==> src/rtl/divider_pkg.sv <==
// Package: shared sizing for the pulse-swallow divider.
// Assumes a 2^A_BITS / 2^A_BITS+1 prescaler and an M field above the A field.
package divider_pkg;
    localparam int A_BITS_DEF    = 3;
    localparam int M_BITS_DEF    = 11;
    localparam int MIN_RATIO_DEF = 56;
endpackage

==> src/rtl/dm_prescaler.sv <==
// Dual-modulus prescaler: counts input clocks and pulses pre_tc at the end
// of each period, which is 2^A_BITS clocks, or one more while mod_hi is set.
// Assumes mod_hi changes only at a period boundary; restart holds the count at zero.
module dm_prescaler #(
    parameter int A_BITS = 3
) (
    input  logic              clk_in,
    input  logic              rst_n,
    input  logic              restart,
    input  logic              mod_hi,
    output logic              pre_tc,
    output logic              low_half
);
    localparam int PW = A_BITS + 1;
    localparam logic [PW-1:0] LAST_LO = PW'((2 ** A_BITS) - 1);
    localparam logic [PW-1:0] LAST_HI = PW'(2 ** A_BITS);

    logic [PW-1:0] tick_q;

    // Terminal count depends on the current modulus.
    always_comb begin
        pre_tc = mod_hi ? (tick_q == LAST_HI) : (tick_q == LAST_LO);
    end

    // The first 2^A_BITS clocks of a period have the top bit clear.
    assign low_half = ~tick_q[PW-1];

    // Period counter: clears on reset or restart, wraps at terminal count.
    always_ff @(posedge clk_in) begin
        if (!rst_n || restart) tick_q <= '0;
        else if (pre_tc)       tick_q <= '0;
        else                   tick_q <= tick_q + PW'(1);
    end

    // a modulus-9 period wraps after 9 clocks, a modulus-8 period after 8.
    a_r8_wrap_nine: assert property (@(posedge clk_in) disable iff (!rst_n)
        (mod_hi && tick_q == LAST_HI && !restart) |=> (tick_q == '0));
    a_r8_no_nine_when_lo: assert property (@(posedge clk_in) disable iff (!rst_n)
        (!mod_hi && tick_q == LAST_LO && !restart) |=> (tick_q == '0));
endmodule

==> src/rtl/swallow_ctr.sv <==
// Swallow and main counters: both count prescaler periods. The swallow count
// holds the prescaler at the high modulus while nonzero; when the main count
// expires, both reload from the load inputs. Assumes load_m >= load_a and load_m > 0.
module swallow_ctr #(
    parameter int A_BITS   = 3,
    parameter int M_BITS   = 11,
    parameter int MIN_MAIN = 7
) (
    input  logic              clk_in,
    input  logic              rst_n,
    input  logic              pre_tc,
    input  logic [M_BITS-1:0] load_m,
    input  logic [A_BITS-1:0] load_a,
    output logic              mod_hi,
    output logic              idle,
    output logic              first_per
);
    logic [M_BITS-1:0] main_q;
    logic [A_BITS-1:0] swal_q;
    logic              reload;

    assign idle   = (main_q == '0);
    assign mod_hi = (swal_q != '0);

    // Reload from idle after reset, or at the end of the last main period.
    always_comb begin
        reload = idle || (pre_tc && main_q == M_BITS'(1));
    end

    // Counter state: reload, or step both counts at each prescaler period end.
    always_ff @(posedge clk_in) begin
        if (!rst_n) begin
            main_q    <= '0;
            swal_q    <= '0;
            first_per <= 1'b0;
        end else if (reload) begin
            main_q    <= load_m;
            swal_q    <= load_a;
            first_per <= 1'b1;
        end else if (pre_tc) begin
            main_q    <= main_q - M_BITS'(1);
            swal_q    <= mod_hi ? swal_q - A_BITS'(1) : swal_q;
            first_per <= 1'b0;
        end
    end

    // every cycle starts with a main count at or above the clamped floor.
    a_r5_load_floor: assert property (@(posedge clk_in) disable iff (!rst_n)
        (first_per && !$past(first_per)) |-> (main_q >= M_BITS'(MIN_MAIN)));
    // the swallow count never exceeds the main count.
    a_r8_swallow_le_main: assert property (@(posedge clk_in) disable iff (!rst_n)
        ($past(rst_n) && !idle) |-> (M_BITS'(swal_q) <= main_q));
endmodule

==> src/rtl/pulse_swallow_divider.sv <==
// Top: splits the ratio word into the A (low) and M (high) fields after
// clamping to the minimum ratio, and drives a pulse during the first
// 2^A_BITS clocks of each division cycle. Assumes ratio_word is stable at clock edges.
module pulse_swallow_divider
    import divider_pkg::*;
#(
    parameter int A_BITS    = A_BITS_DEF,
    parameter int M_BITS    = M_BITS_DEF,
    parameter int MIN_RATIO = MIN_RATIO_DEF
) (
    input  logic                       clk_in,
    input  logic                       rst_n,
    input  logic [A_BITS+M_BITS-1:0]   ratio_word,
    output logic                       div_out,
    output logic                       ratio_err
);
    localparam int W        = A_BITS + M_BITS;
    localparam int MIN_MAIN = MIN_RATIO / (2 ** A_BITS);
    localparam logic [W-1:0] MIN_W = W'(MIN_RATIO);

    logic [W-1:0] eff_word;
    logic         pre_tc, low_half, mod_hi, idle, first_per;

    // Clamp short words to the minimum ratio and flag them.
    always_comb begin
        ratio_err = (ratio_word < MIN_W);
        eff_word  = ratio_err ? MIN_W : ratio_word;
    end

    dm_prescaler #(.A_BITS(A_BITS)) u_pre (
        .clk_in  (clk_in),
        .rst_n   (rst_n),
        .restart (idle),
        .mod_hi  (mod_hi),
        .pre_tc  (pre_tc),
        .low_half(low_half)
    );

    swallow_ctr #(.A_BITS(A_BITS), .M_BITS(M_BITS), .MIN_MAIN(MIN_MAIN)) u_cnt (
        .clk_in   (clk_in),
        .rst_n    (rst_n),
        .pre_tc   (pre_tc),
        .load_m   (eff_word[W-1:A_BITS]),
        .load_a   (eff_word[A_BITS-1:0]),
        .mod_hi   (mod_hi),
        .idle     (idle),
        .first_per(first_per)
    );

    // Pulse covers the first 2^A_BITS clocks of the first prescaler period.
    assign div_out = first_per & low_half;

    // reset leaves the output low.
    a_r1_reset_low: assert property (@(posedge clk_in)
        !rst_n |=> !div_out);
    // a pulse that ends was high for exactly 8 clocks.
    a_r3_width: assert property (@(posedge clk_in) disable iff (!rst_n)
        ($fell(div_out) && $past(rst_n)) |-> ($past(div_out, 8) && !$past(div_out, 9)));
endmodule

==> config.mk <==
export PLATFORM = sky130hd
export DESIGN_NAME = pulse_swallow_divider
export DESIGN_NICKNAME = d
export VERILOG_FILES = /design/src/rtl/divider_pkg.sv /design/src/rtl/dm_prescaler.sv /design/src/rtl/swallow_ctr.sv /design/src/rtl/pulse_swallow_divider.sv
export SDC_FILE = /design/constraint.sdc
export NUM_CORES = 1
export LEC_CHECK = 0
export CAP_MARGIN = 20
export CORE_MARGIN = 1
export CORE_UTILIZATION = 45
export CTS_BUF_LIST = sky130_fd_sc_hd__clkbuf_8
export CTS_CLUSTER_DIAMETER = 60
export CTS_CLUSTER_SIZE = 12
export DETAILED_ROUTE_END_ITERATION = 8
export DONT_BUFFER_PORTS = 1
export HOLD_SLACK_MARGIN = 0.06
export PLACE_DENSITY = 0.6
export SETUP_SLACK_MARGIN = 0.02
export SYNTH_ARGS = -nofsm -noshare
export SYNTH_HDL_FRONTEND = slang
export SYNTH_HIERARCHICAL = 1
export SYNTH_SLANG_ARGS = --single-unit
export TNS_END_PERCENT = 30
==> constraint.sdc <==
create_clock -name clk_in -period 4.1 [get_ports clk_in]
set_clock_uncertainty 0.15 [all_clocks]
set_input_delay 0.82 -clock clk_in [delete_from_list [all_inputs] [get_ports clk_in]]
set_output_delay 0.82 -clock clk_in [all_outputs]
set_load 0.02 [all_outputs]
==> metrics, run 1 <==
outcome=completed; number of synthesized flops with an enable pin=0; post-synth design cell area=1230 sq um; syn nets=165; YS warnings=6; design area=1270 sq um; DRC Markers=0; CTS H-tree depth=1; CTS root buf=clkbuf_8; Overall Power=928 uW; Placer Congestion=0.871; vias in the first global route=963; synthesized area per cell=8.61 sq um; Starting Density=48.8%; Worst-Skew Late Latency=0.25 ns; final setup violation count=0; Psw=404 uW; post-synthesis async set-or-reset flop share=0%; DR vias/cell=5.64; M1 WL=1210 um; Hold Crit Start=u_cnt/first_per; highest clock rate=320 MHz; met2 wire length=1140 um; antenna violations before repair=0; register area share after synthesis=30.9%; Final Util=50.4%; worst path required time=4.10 ns; Final Hold Fails=0; via count=937; Worst-Margin Slew=0.663 ns; most common cell after layout, fill and taps aside=dfxtp_1; overall die height=54.3 um; hold-fix buffers at CTS=0; routed wire length=2420 um; crit share post-route=76.3%; Sink Count=19; Max Cap Violations=0; reg2reg start=u_cnt/swal_q[0]; die width=54.3 um; delay-heaviest family, CP=compound AO/OA/AOI/OAI gates; pwr dens=729 nW/um^2; slowest stage delay, CP=0.57 ns; critical path class=flip-flop to flip-flop; switching share of total power=43.6%; met3 wire length=53 um; commonest cells after routing, fill and taps aside=dfxtp_1 (19), nand2_1 (13), a21oi_1 (11); top post-synthesis cells by area=dfxtp_1 (31%), nor4_4 (6.9%), ha_1 (6.1%), a21oi_1 (4.5%), nand2_1 (4.0%); Yosys top cell area share=30.9%; Synth Instances=143; minimum clock period=3.13 ns; crit path from=u_cnt/swal_q[0]; largest net degree at the start of global routing=19; Resized cells post-CTS=0; # fillers=243; setup repair bufs after CTS=0; RSZ-0062 raised after global routing=no; Worst-path clk slew=0.07 ns; Top Layer Used=met4; Initial DRT Pass Iterations=4; Max Root-Sink Buffers=2; initial DRC count=22; Max transition margin=55.8%; slowest CP cell=o32ai_4; Yosys cell types=42; Post-DP Area=1230 sq um; final slew viol count=0; layout cells sized above 1=9.56%; # port buffers=0; CP bufs+invs=1; Nets=159; Area growth syn-to-layout=3.35%; global-route wire length before repair=4030 um; worst hold path type=flip-flop to flip-flop; CP Max Fanout=18; post-route ant nets=0; core area=2520 sq um; Pint=524 uW; TritonCTS clock tree=built; startpoint types=flip-flop; total CTS buffers=3; P_leak=0.466 nW; Worst R2R Setup Slack=0.97 ns; Flop pwr share=35.4%; antenna cell count=0; GRT overflow=0; full die area=2950 sq um; wire length per cell=14.6 um; setup TNS=0 ns; Clk pwr share=14.0%; Comb pwr share=50.6%; Site Rows=18; biggest area consumer among synthesized cells=dfxtp_1; IO Count=18; critical-path cell list=inv_1 > ha_1 > nand2b_1 > or3b_4 > o32ai_4 > a21o_1 > nand4b_4 > mux2_1 > o211a_1; final hold slack=0.324 ns; Synth Flop Type=dfxtp_1; Worst Setup End Kind=flip-flop; CP arrival=3.13 ns; worst vdd ir=0.421 mV; gr usage total=19.0%; Detailed Place HPWL=1880 um; flops & latches, synth=19
[cells in the mapped netlist (2+ instances only)]
cell      number
xnor2_1        4
a31oi_1        6
or3_1          2
inv_1         10
o21ai_0        2
nor4_4         4
nor3b_1        2
nand3_1        4
nand2_1       13
o21ai_1        2
ha_1           6
nor2_1         9
xor2_1         3
a211oi_1       3
nor3_1         4
a21oi_1       11
a21o_1         4
dfxtp_1       19
clkbuf_1      10
and4b_1        2
nand2b_1       2
[per-stage QoR]
stage	instances	setup slack (ns)
after floorplan	143	1.53
after global placement	162	1.02
after detailed placement	162	0.977
after CTS	166	0.960
after global routing	166	0.736
final	166	0.971
[final timing paths]
path	to	depth (start not counted)
min	u_cnt/first_per	2
max	u_cnt/main_q[9]	9
min reg2reg	u_cnt/first_per	2
max reg2reg	u_cnt/main_q[9]	9
[cell type report]
class	instances	area, sq um	area share (%)
Clock inverter	1	5.00	0.393
Multi-Input combinational cell	102	767	60.3
Tap cell	30	37.5	2.95
Sequential cell	19	380	29.9
Clock buffer	3	41.3	3.24
Inverter	11	41.3	3.24
[kinds of logic after synthesis]
group	synth area share [%]
and+or+nand+nor	29.0
AOI/OAI and AO/OA	21.3
buffers and inverters	6.81
DFF	30.9
xor gates and xnor gates	4.98
adders and majority gates	6.10
muxes	0.915
[power by group through the flow]
stage | Clock, mW | Sequential [mW] | Combinational (mW)
finish | 0.130 | 0.329 | 0.469
global route | 0.139 | 0.339 | 0.524
CTS | 0.132 | 0.328 | 0.472
detailed placement | 0 | 0.332 | 0.469
global placement | 0 | 0.333 | 0.456
floorplan | 0 | 0.316 | 0.403
[flip-flops by register name (all words and copies together) (netlist names)]
signal,cells
u_cnt/main_q,11
u_pre/tick_q,4
u_cnt/swal_q,3
u_cnt/first_per,1
[worst reg2reg max path, stage by stage, from the launching register on]
cell,delay (ns)
dfxtp_1,0.31
inv_1,0.07
ha_1,0.21
nand2b_1,0.16
or3b_4,0.42
o32ai_4,0.57
a21o_1,0.27
nand4b_4,0.27
mux2_1,0.40
o211a_1,0.20
[routing by layer]
layer	vias up	GRT usage (%)
met5	-	0
met4	0	6.41
met3	2	3.33
met2	9	32.7
met1	426	23.7
li1	500	-
Power figures use the tool's default switching activity.
==> run 2, diff against run 1 <==
--- a/config.mk
+++ b/config.mk
@@ -14,7 +14,7 @@
 export DETAILED_ROUTE_END_ITERATION = 8
 export DONT_BUFFER_PORTS = 1
 export HOLD_SLACK_MARGIN = 0.06
-export PLACE_DENSITY = 0.6
+export PLACE_DENSITY = 0.62
 export SETUP_SLACK_MARGIN = 0.02
 export SYNTH_ARGS = -nofsm -noshare
 export SYNTH_HDL_FRONTEND = slang
==> constraint.sdc (replaced) <==
create_clock -name clk_in -period 2.6 [get_ports clk_in]
set_clock_uncertainty 0.15 [all_clocks]
set_input_delay 0.52 -clock clk_in [delete_from_list [all_inputs] [get_ports clk_in]]
set_output_delay 0.52 -clock clk_in [all_outputs]
set_load 0.02 [all_outputs]
==> metrics, run 2 (same netlist as run 1, synthesis figures left out) <==
crit share post-route=101%; # port buffers=0; FF+latch area=382 sq um; Largest regs=u_cnt/main_q (11), u_pre/tick_q (4), u_cnt/swal_q (3); startpoint types=flip-flop; Initial DRT Pass Iterations=4; setup TNS=-0.0222 ns; worst vdd ir=0.534 mV; TritonCTS clock tree=built; Worst-Skew Late Latency=0.26 ns; RSZ-0062 raised after global routing=yes; Detailed Place HPWL=1900 um; die width=54.3 um; Worst Hold Depth=2; Post-DP Area=1270 sq um; final setup violation count=1; commonest cells after routing, fill and taps aside=dfxtp_1 (18), nand2_1 (13), buf_4 (11); gr usage total=19.7%; largest net degree at the start of global routing=17; Worst-path clk slew=0.07 ns; GRT overflow=0; failing checks=setup timing; CTS root buf=clkbuf_8; full die area=2950 sq um; routed wire length=2650 um; layout cells sized above 1=21.1%; pwr dens=1150 nW/um^2; outcome=finished, violations left; Starting Density=48.8%; overall die height=54.3 um; Final Hold Fails=0; Worst-Margin Slew=0.453 ns; area taken by multi-input logic gates=802 sq um; Max Cap Violations=0; IO Count=18; reg2reg path depth=10; vias in the first global route=916; hold-fix buffers at CTS=0; P_leak=0.531 nW; final hold slack=0.235 ns; post-route ant nets=0; antenna cell count=0; final setup margin=-0.0222 ns; Worst Setup End Kind=flip-flop; initial DRC count=30; global-route wire length before repair=4130 um; CP arrival=2.67 ns; Max Root-Sink Buffers=2; critical path class=flip-flop to flip-flop; # fillers=237; worst hold path type=input port to flip-flop; Final Util=55.1%; Area growth syn-to-layout=12.9%; DRC Markers=0; minimum clock period=2.62 ns; most common cell after layout, fill and taps aside=dfxtp_1; design area=1390 sq um; worst path required time=2.65 ns; Site Rows=18; final slew viol count=0; antenna violations before repair=0; DR vias/cell=5.88; total CTS buffers=3; CP Max Fanout=4; Largest Register=u_cnt/main_q; CTS H-tree depth=1; Max transition margin=69.6%; Nets=170; via count=1041; core area=2520 sq um; Sink Count=19; max FFs per register=11; wire length per cell=15.0 um; Placer Congestion=0.795; highest clock rate=381 MHz
==> run 2: final cells by class <==
cell class	instances	area share [%]
Clock buffer	3	2.97
Clock inverter	1	0.270
Inverter	11	2.97
Multi-Input combinational cell	102	57.7
Sequential cell	19	27.5
Tap cell	30	2.70
Timing Repair Buffer	11	5.94
==> run 2: metal layers <==
layer	share of wire, %	vias up	GRT usage (%)
met2	44	34	29.9
li1	-	523	-
met1	48	480	27.0
met5	0	-	0
met3	5.9	4	4.17
met4	2.0	0	7.69
==> run 2: where the power goes <==
group / internal [mW] / total (mW) / switching (mW)
registers: 0.400 / 0.526 / 0.126
clock network: 0.105 / 0.209 / 0.103
logic: 0.404 / 0.857 / 0.453
==> run 2: worst paths after layout <==
kind	from	end	slack, ns
max	u_cnt/swal_q[1]	u_cnt/main_q[7]	-0.02
min	rst_n	u_cnt/main_q[5]	0.24
min reg2reg	u_cnt/first_per	u_cnt/first_per	0.31
max reg2reg	u_cnt/swal_q[1]	u_cnt/main_q[7]	-0.02
==> run 2: timing repair <==
action,4_1_cts,5_1_grt
endpoints found under the hold margin,0,0
gates resized for setup,1,8
setup buffers,0,5
setup endpoints to repair,1,5
pin swaps,0,4
==> run 2: stage by stage <==
stage          instances  setup WS (ns)  total power [mW]
6_report             177        -0.0222              1.59
5_1_grt              177         -0.115              1.72
4_1_cts              172         0.0631              1.52
3_5_place_dp         168         0.0472              1.31
3_3_place_gp         168         0.0766              1.29
2_1_floorplan        143         0.0327              1.13
==> run 2: critical path: stages, from the launching register on <==
cell	delay (ns)
dfxtp_2	0.34
inv_2	0.05
ha_4	0.16
nand2b_4	0.06
or3b_4	0.39
o32ai_4	0.31
nor3b_2	0.27
buf_4	0.17
nand4b_1	0.14
or3_1	0.40
a21oi_2	0.12
